File: src/rtl/irqv_pkg.sv
package irqv_pkg;

    localparam int unsigned SRC_N      = 128;
    localparam int unsigned BANK_W     = 32;
    localparam int unsigned BANK_N     = SRC_N / BANK_W;
    localparam int unsigned ID_W       = $clog2(SRC_N);
    localparam int unsigned BK_IDX_W   = $clog2(BANK_N);
    localparam int unsigned DATA_W     = 32;
    localparam int unsigned ADDR_W     = 12;
    localparam int unsigned FLAG_W     = DATA_W - ID_W;
    localparam int unsigned LEVEL_W    = 8;

    // register offsets (software visible)
    localparam logic [ADDR_W-1:0] A_VERSION   = 12'h000;
    localparam logic [ADDR_W-1:0] A_SYSCFG    = 12'h010;
    localparam logic [ADDR_W-1:0] A_SYSSTAT   = 12'h014;
    localparam logic [ADDR_W-1:0] A_ACTIVE    = 12'h040;
    localparam logic [ADDR_W-1:0] A_ACK       = 12'h048;
    localparam logic [ADDR_W-1:0] A_LEVEL     = 12'h068;
    localparam logic [ADDR_W-1:0] A_BANK_BASE = 12'h088;
    localparam int unsigned       BANK_SHIFT  = 5;
    localparam int unsigned       BANK_SPAN   = BANK_N << BANK_SHIFT;

    localparam int unsigned ACK_BIT  = 0;
    localparam int unsigned SRST_BIT = 1;

    localparam logic [LEVEL_W-1:0] LEVEL_OPEN = '1;

    typedef enum logic [3:0] {
        KIND_NONE,
        KIND_VER,
        KIND_CFG,
        KIND_STAT,
        KIND_ACTIVE,
        KIND_ACK,
        KIND_LEVEL,
        KIND_BANK
    } reg_kind_e;

    // position inside a bank window: order is decoded by software
    typedef enum logic [1:0] {
        SLOT_MCLR = 2'd0,
        SLOT_MSET = 2'd1,
        SLOT_SSET = 2'd2,
        SLOT_SCLR = 2'd3
    } slot_e;

    typedef struct packed {
        reg_kind_e             kind;
        logic [BK_IDX_W-1:0]   bank;
        slot_e                 slot;
    } reg_sel_t;

    typedef struct packed {
        logic            vld;
        logic [ID_W-1:0] id;
    } winner_t;

    function automatic logic [DATA_W-1:0] active_word(input logic [ID_W-1:0] id,
                                                      input logic live);
        return {{FLAG_W{~live}}, id};
    endfunction

endpackage

File: src/rtl/irqv_decode.sv
module irqv_decode
    import irqv_pkg::*;
(
    input  logic [ADDR_W-1:0] addr,
    output reg_sel_t          sel
);

    logic [ADDR_W-1:0] off;
    logic              in_bank;

    always_comb begin
        off     = addr - A_BANK_BASE;
        in_bank = (addr >= A_BANK_BASE) && (32'(off) < BANK_SPAN)
                  && (off[4] == 1'b0) && (off[1:0] == 2'b00);
    end

    always_comb begin
        sel.kind = KIND_NONE;
        sel.bank = '0;
        sel.slot = SLOT_MCLR;
        case (addr)
            A_VERSION: sel.kind = KIND_VER;
            A_SYSCFG:  sel.kind = KIND_CFG;
            A_SYSSTAT: sel.kind = KIND_STAT;
            A_ACTIVE:  sel.kind = KIND_ACTIVE;
            A_ACK:     sel.kind = KIND_ACK;
            A_LEVEL:   sel.kind = KIND_LEVEL;
            default: begin
                if (in_bank) begin
                    sel.kind = KIND_BANK;
                    sel.bank = off[BANK_SHIFT +: BK_IDX_W];
                    sel.slot = slot_e'(off[3:2]);
                end
            end
        endcase
    end

endmodule

File: src/rtl/irqv_bank_regs.sv
module irqv_bank_regs
    import irqv_pkg::*;
(
    input  logic              clk,
    input  logic              clr_state,
    input  logic              wr_en,
    input  reg_sel_t          sel,
    input  logic [DATA_W-1:0] wdata,
    output logic [SRC_N-1:0]  mask_o,
    output logic [SRC_N-1:0]  swp_o
);

    for (genvar b = 0; b < BANK_N; b++) begin : g_bank
        logic              hit;
        logic [BANK_W-1:0] m_set, m_clr, s_set, s_clr;
        logic [BANK_W-1:0] m_q, s_q;

        always_comb begin
            hit   = wr_en && (sel.kind == KIND_BANK) && (sel.bank == BK_IDX_W'(b));
            m_set = (hit && sel.slot == SLOT_MSET) ? wdata[BANK_W-1:0] : '0;
            m_clr = (hit && sel.slot == SLOT_MCLR) ? wdata[BANK_W-1:0] : '0;
            s_set = (hit && sel.slot == SLOT_SSET) ? wdata[BANK_W-1:0] : '0;
            s_clr = (hit && sel.slot == SLOT_SCLR) ? wdata[BANK_W-1:0] : '0;
        end

        always_ff @(posedge clk) begin
            if (clr_state) begin
                m_q <= '1;
                s_q <= '0;
            end else begin
                m_q <= (m_q | m_set) & ~m_clr;
                s_q <= (s_q | s_set) & ~s_clr;
            end
        end

        assign mask_o[b*BANK_W +: BANK_W] = m_q;
        assign swp_o[b*BANK_W +: BANK_W]  = s_q;
    end

endmodule

File: src/rtl/irqv_arbiter.sv
module irqv_arbiter
    import irqv_pkg::*;
(
    input  logic             clk,
    input  logic             clr_state,
    input  logic [SRC_N-1:0] req,
    input  logic             level_ok,
    input  logic             ack,
    output winner_t          win
);

    winner_t cand;
    winner_t win_q;
    logic    grant;

    // lowest index wins: scan downward so the last hit is the smallest
    function automatic winner_t pick(input logic [SRC_N-1:0] r);
        winner_t w;
        w = '0;
        for (int i = SRC_N - 1; i >= 0; i--) begin
            if (r[i]) begin
                w.vld = 1'b1;
                w.id  = ID_W'(i);
            end
        end
        return w;
    endfunction

    always_comb begin
        cand  = pick(req);
        grant = cand.vld && level_ok;
    end

    always_ff @(posedge clk) begin
        if (clr_state) begin
            win_q <= '0;
        end else if (!win_q.vld || ack) begin
            win_q <= grant ? cand : '0;
        end
    end

    assign win = win_q;

endmodule

File: src/rtl/irqv_reset_seq.sv
module irqv_reset_seq #(
    parameter int unsigned RST_CYCLES = 4
) (
    input  logic clk,
    input  logic rst,
    input  logic start,
    output logic busy
);

    localparam int unsigned CNT_W = $clog2(RST_CYCLES + 1);

    logic [CNT_W-1:0] cnt_q;

    always_ff @(posedge clk) begin
        if (rst) begin
            cnt_q <= '0;
        end else if (start && cnt_q == '0) begin
            cnt_q <= CNT_W'(RST_CYCLES);
        end else if (cnt_q != '0) begin
            cnt_q <= cnt_q - 1'b1;
        end
    end

    assign busy = (cnt_q != '0);

endmodule

File: src/rtl/irq_vec_ctrl.sv
module irq_vec_ctrl
    import irqv_pkg::*;
#(
    parameter int unsigned RST_CYCLES = 4,
    parameter logic [3:0]  VER_MAJ    = 4'd5,
    parameter logic [3:0]  VER_MIN    = 4'd0
) (
    input  logic              clk,
    input  logic              rst,
    input  logic [SRC_N-1:0]  src_lvl,
    input  logic              bus_wr,
    input  logic              bus_rd,
    input  logic [ADDR_W-1:0] bus_addr,
    input  logic [DATA_W-1:0] bus_wdata,
    output logic [DATA_W-1:0] bus_rdata,
    output logic              irq_out
);

    reg_sel_t            sel;
    logic                rst_busy;
    logic                clr_state;
    logic                wr_ok;
    logic                ack;
    logic                srst_go;
    logic [SRC_N-1:0]    mask_vec;
    logic [SRC_N-1:0]    swp_vec;
    logic [SRC_N-1:0]    pending;
    logic [LEVEL_W-1:0]  level_q;
    logic                level_ok;
    winner_t             win;
    logic                win_vld;
    logic [ID_W-1:0]     win_id;
    logic                live;
    logic [DATA_W-1:0]   rd_val;
    logic [BANK_W-1:0]   bank_mask;
    logic [BANK_W-1:0]   bank_swp;

    irqv_decode u_dec (
        .addr (bus_addr),
        .sel  (sel)
    );

    irqv_reset_seq #(.RST_CYCLES(RST_CYCLES)) u_rst (
        .clk   (clk),
        .rst   (rst),
        .start (srst_go),
        .busy  (rst_busy)
    );

    always_comb begin
        clr_state = rst || rst_busy;
        wr_ok     = bus_wr && !rst_busy;
        ack       = wr_ok && (sel.kind == KIND_ACK)  && bus_wdata[ACK_BIT];
        srst_go   = wr_ok && (sel.kind == KIND_CFG)  && bus_wdata[SRST_BIT];
    end

    irqv_bank_regs u_banks (
        .clk       (clk),
        .clr_state (clr_state),
        .wr_en     (wr_ok),
        .sel       (sel),
        .wdata     (bus_wdata),
        .mask_o    (mask_vec),
        .swp_o     (swp_vec)
    );

    // priority threshold: every source sits at the top level 0,
    // so only a threshold of 0 stops new selections
    always_ff @(posedge clk) begin
        if (clr_state) begin
            level_q <= LEVEL_OPEN;
        end else if (wr_ok && sel.kind == KIND_LEVEL) begin
            level_q <= bus_wdata[LEVEL_W-1:0];
        end
    end

    always_comb begin
        pending  = (src_lvl | swp_vec) & ~mask_vec;
        level_ok = (level_q != '0);
    end

    irqv_arbiter u_arb (
        .clk       (clk),
        .clr_state (clr_state),
        .req       (pending),
        .level_ok  (level_ok),
        .ack       (ack),
        .win       (win)
    );

    always_comb begin
        win_vld   = win.vld;
        win_id    = win.id;
        live      = win.vld && pending[win.id];
        bank_mask = mask_vec[sel.bank*BANK_W +: BANK_W];
        bank_swp  = swp_vec[sel.bank*BANK_W +: BANK_W];
    end

    always_comb begin
        rd_val = '0;
        case (sel.kind)
            KIND_VER:    rd_val = {{(DATA_W-8){1'b0}}, VER_MAJ, VER_MIN};
            KIND_STAT:   rd_val = {{(DATA_W-1){1'b0}}, ~rst_busy};
            KIND_ACTIVE: rd_val = active_word(win_id, live);
            KIND_LEVEL:  rd_val = {{(DATA_W-LEVEL_W){1'b0}}, level_q};
            KIND_BANK: begin
                if (sel.slot == SLOT_MCLR || sel.slot == SLOT_MSET) begin
                    rd_val = bank_mask;
                end else begin
                    rd_val = bank_swp;
                end
            end
            default:     rd_val = '0;
        endcase
    end

    always_ff @(posedge clk) begin
        if (rst) begin
            bus_rdata <= '0;
        end else if (bus_rd) begin
            bus_rdata <= rd_val;
        end
    end

    assign irq_out = win_vld;

endmodule

File: config.mk
export PLATFORM = sky130hd
export DESIGN_NAME = irq_vec_ctrl
export DESIGN_NICKNAME = d
export VERILOG_FILES = /design/src/rtl/irqv_pkg.sv /design/src/rtl/irqv_decode.sv /design/src/rtl/irqv_bank_regs.sv /design/src/rtl/irqv_arbiter.sv /design/src/rtl/irqv_reset_seq.sv /design/src/rtl/irq_vec_ctrl.sv
export SDC_FILE = /design/constraint.sdc
export NUM_CORES = 1
export LEC_CHECK = 0
export BUFFER_PORTS_ARGS = -buffer_cell sky130_fd_sc_hd__clkbuf_2
export CORE_MARGIN = 2
export CORE_UTILIZATION = 35
export DETAILED_ROUTE_END_ITERATION = 16
export GPL_ROUTABILITY_DRIVEN = 1
export SLEW_MARGIN = 20
export SYNTH_ARGS = -nofsm -noshare
export SYNTH_HDL_FRONTEND = slang
export SYNTH_HIERARCHICAL = 1
export SYNTH_SLANG_ARGS = --single-unit
File: constraint.sdc
create_clock -name clk -period 5.9 [get_ports clk]
set_input_delay 0.295 -clock clk [delete_from_list [all_inputs] [get_ports clk]]
set_output_delay 0.295 -clock clk [all_outputs]
set_load 0.02 [all_outputs]
==> flow_metrics.py <==
metrics = {
    "clock_network": {
        "cts_tree": "built",
        "cts_setup_buffers": 0,
        "root_buffer": "clkbuf_16",
        "clock_sinks": 307,
        "cts_buffers": 37,
        "cts_max_level": 2,
        "cts_buffer_depth": 3,
        "cts.clk_slew.worst_paths_ns": 0.06,
        "hold_buffers": 0,
        "cts_resized": 0,
        "clock_latency_ns": 0.57,
    },
    "route": {
        "wl_met3_mm": 7.26,
        "route.met2.wl_mm": 39.1,
        "drt-vias-per-instance": 6.50,
        "top_layer_used": "met4",
        "drt_iter0_drc": 2380,
        "met1_length_mm": 37.4,
        "antenna_left": 0,
        "post_drt_wl_per_cell_um": 27.6,
        "drt_wl_total_mm": 87.1,
        "route.vias.total": 20500,
        "drc": 0,
        "drt_first_pass_iters": 5,
    },
    "final_layout": {
        "syn2layout_area_growth_pct": 15.3,
        "seq_area_um2": 6150,
        "nets": 2605,
        "multiInputGateArea_um2": 12300,
        "fin_area_um2": 22100,
        "drive_gt1_frac": 0.217,
        "fill_cells": 5436,
    },
    "sta": {
        "final_hold_viol_count": 0,
        "tightest_slew_ns": 1.12,
        "finalWorstSetupSlack_ns": 1.71,
        "clock-skew-final_ns": 0.0236,
        "finalCriticalPeriod_ns": 4.19,
        "fmax_mhz": 239,
        "setup_viol": 0,
        "slew_headroom": 0.237,
        "period_share": 0.710,
        "rsz0062_at_grt": "false",
        "slew_violations": 0,
        "timing.setup.tns_ns": 0,
    },
    "grt": {
        "grt_first_pass_wirelength_mm": 128,
        "antenna_found_initial": 1,
        "grt_max_degree": 102,
        "grt_pass1_vias": 19300,
        "grt_usage": 0.298,
        "grt_overflow": 0,
    },
    "die": {
        "start_util": 0.355,
        "coreArea_um2": 54000,
        "placementRows": 85,
        "die_area_um2": 56700,
        "io_pins": 209,
        "die_h_um": 238,
        "die_x_um": 238,
    },
    "setup_path": {
        "crit_path_cell_trace": "clkbuf_2 > inv_1 > ha_1 > o31ai_1 > and3_2 > o21ai_2 > o211ai_1 > nor3_1 > nand2_1 > a311oi_2 > o2111ai_4 > buf_4 > o221ai_1",
        "r2r-start": "u_arb/win[1]",
        "rr_worst_depth": 8,
        "critPathArrivalTime_ns": 4.64,
        "path_max_fanout": 13,
        "regToRegSetupSlack_ns": 1.83,
        "worst_path_max_delay_cell": "nor3_1",
        "start_kind": "primary input",
        "critPathCaptureType": "flip-flop",
        "critical_path_class": "in -> reg",
        "critPathMaxStageDelay_ns": 0.77,
        "reg2reg_to": "bus_rdata[9]",
        "cp_data_required_time_ns": 6.35,
    },
    "pwr": {
        "cellLeakagePower_nw": 8.11,
        "peakVddDrop_v": 0.000213,
        "pwr_density_cell_nw_per_um2": 239,
    },
    "yosys": {
        "synth_commonest_cells": "nor2_1 (591), dfxtp_1 (307), nand2_1 (149), o32a_1 (97), nor3_1 (95)",
        "yosysWarnings": 6,
        "avgSynthCellArea_um2": 8.37,
        "synth-seq-cells": 307,
        "synth_top_cell_area_share": 0.321,
        "yosysSeqAreaShare": 0.321,
        "synthesis.nets": 2471,
        "ys.flop_type": "dfxtp_1",
        "netlist_instances": 2292,
        "synthesis.area_um2": 19200,
        "yosysMostFrequentCell": "nor2_1",
        "netlist_top_cells_area": "dfxtp_1 (32%), nor2_1 (12%), mux4_2 (7.6%)",
        "synth-edff-count": 0,
        "synthArstFlopShare": 0,
        "synth.largest_area_cell": "dfxtp_1",
        "synth.distinct_cells": 94,
    },
    "place": {
        "placed_area_um2": 20800,
        "dp_slack_ns": 1.23,
        "gp_congestion": 1.01,
        "hpwl_mm": 62.6,
        "portBuffers": 208,
    },
    "worst_hold_path": {
        "min_to": "level_q[3]",
        "holdPathStages": 3,
        "hold_class": "in -> reg",
        "hp-start": "bus_wdata[3]",
    },
    "run": {
        "maxCapViolCount": 0,
    },
    "outcome": {
        "outcome": "finished clean",
    },
}
## critical path: cells and delay by family
kind	cells	cell delay [ns]
simple gates	3	1.29
fa+ha+maj	1	0.22
compound gates	6	2.12
buf+inv	3	0.70
## through the flow
step	util	hold WS, ns	power, mW	cells
after floorplan	-	0.357	2.65	2292
after global routing	0.409	0.120	5.45	3149
after detailed placement	0.386	0.449	2.90	3081
after CTS	0.409	0.0549	5.28	3147
final	0.409	0.0776	5.29	3150
after global placement	0.386	0.450	2.88	3081
## area by class of cell
cell class	instances	area share
clock buffer	58	0.0505
timing repair buffer	255	0.0660
sequential	307	0.278
multi-input combinational	1792	0.555
antenna	1	0.000113
clock inverter	8	0.00549
inverter	33	0.00594
tap	696	0.0394
## layer usage
layer,track usage,up-vias
met1,0.409,10100
met3,0.0484,200
met5,0,-
met4,0.116,0
met2,0.468,1215
li1,-,8984
## registers in the layout, indices dropped and copies added (netlist names)
register and cells:
u_arb/win 8, level_q 8, u_banks/g_bank.s_q 128, u_banks/g_bank.m_q 128
bus_rdata 32, u_rst/cnt_q 3
## power breakdown
part,internal [mW],total [mW],switching [mW]
Sequential,2.08,2.09,0.00461
Combinational,0.240,0.808,0.568
Clock,1.43,2.40,0.965
Total,3.76,5.29,1.54
## cell families after synthesis
logic type,Yosys count,synth area share
xor gates and xnor gates,3,0.00137
other,1,0.000196
buffers and inverters,193,0.0449
DFF,307,0.321
AOI/OAI and AO/OA,531,0.249
and+or+nand+nor,1155,0.288
muxes,99,0.0946
adders and majority gates,3,0.00196
## worst max path at each step
stage / start / endpoint / depth (start not counted)
after global routing: bus_addr[3] / bus_rdata[9] / 15
final: bus_addr[3] / bus_rdata[9] / 13
after CTS: bus_addr[3] / bus_rdata[9] / 13
after global placement: bus_addr[3] / bus_rdata[9] / 15
after detailed placement: bus_addr[3] / bus_rdata[9] / 13
after floorplan: bus_addr[3] / bus_rdata[21] / 13
## layout by cell type, fill, tap and decap left out, types with 9 or more instances in the layout
cell type and instances:
nor2_1 586, nand2_1 146, mux2i_1 27, o211ai_1 11, a31oi_1 9, o32a_1 97, a2bb2oi_1 32, dfxtp_1 306
buf_4 42, nand2b_1 15, o21ba_2 18, clkbuf_1 12, clkbuf_2 208, a211oi_1 24, inv_1 31, and3b_1 34
clkbuf_16 39, a22oi_1 10, nor2b_1 14, nand3_1 47, o221a_1 62, o221a_2 66, and3_1 64, a21oi_1 48
nor3b_1 37, o21ai_0 49, o221ai_2 19, mux4_2 65, o31ai_1 15, or4_1 21, nor3_1 94, nor4_1 35
(Power assumes the default switching activity.)
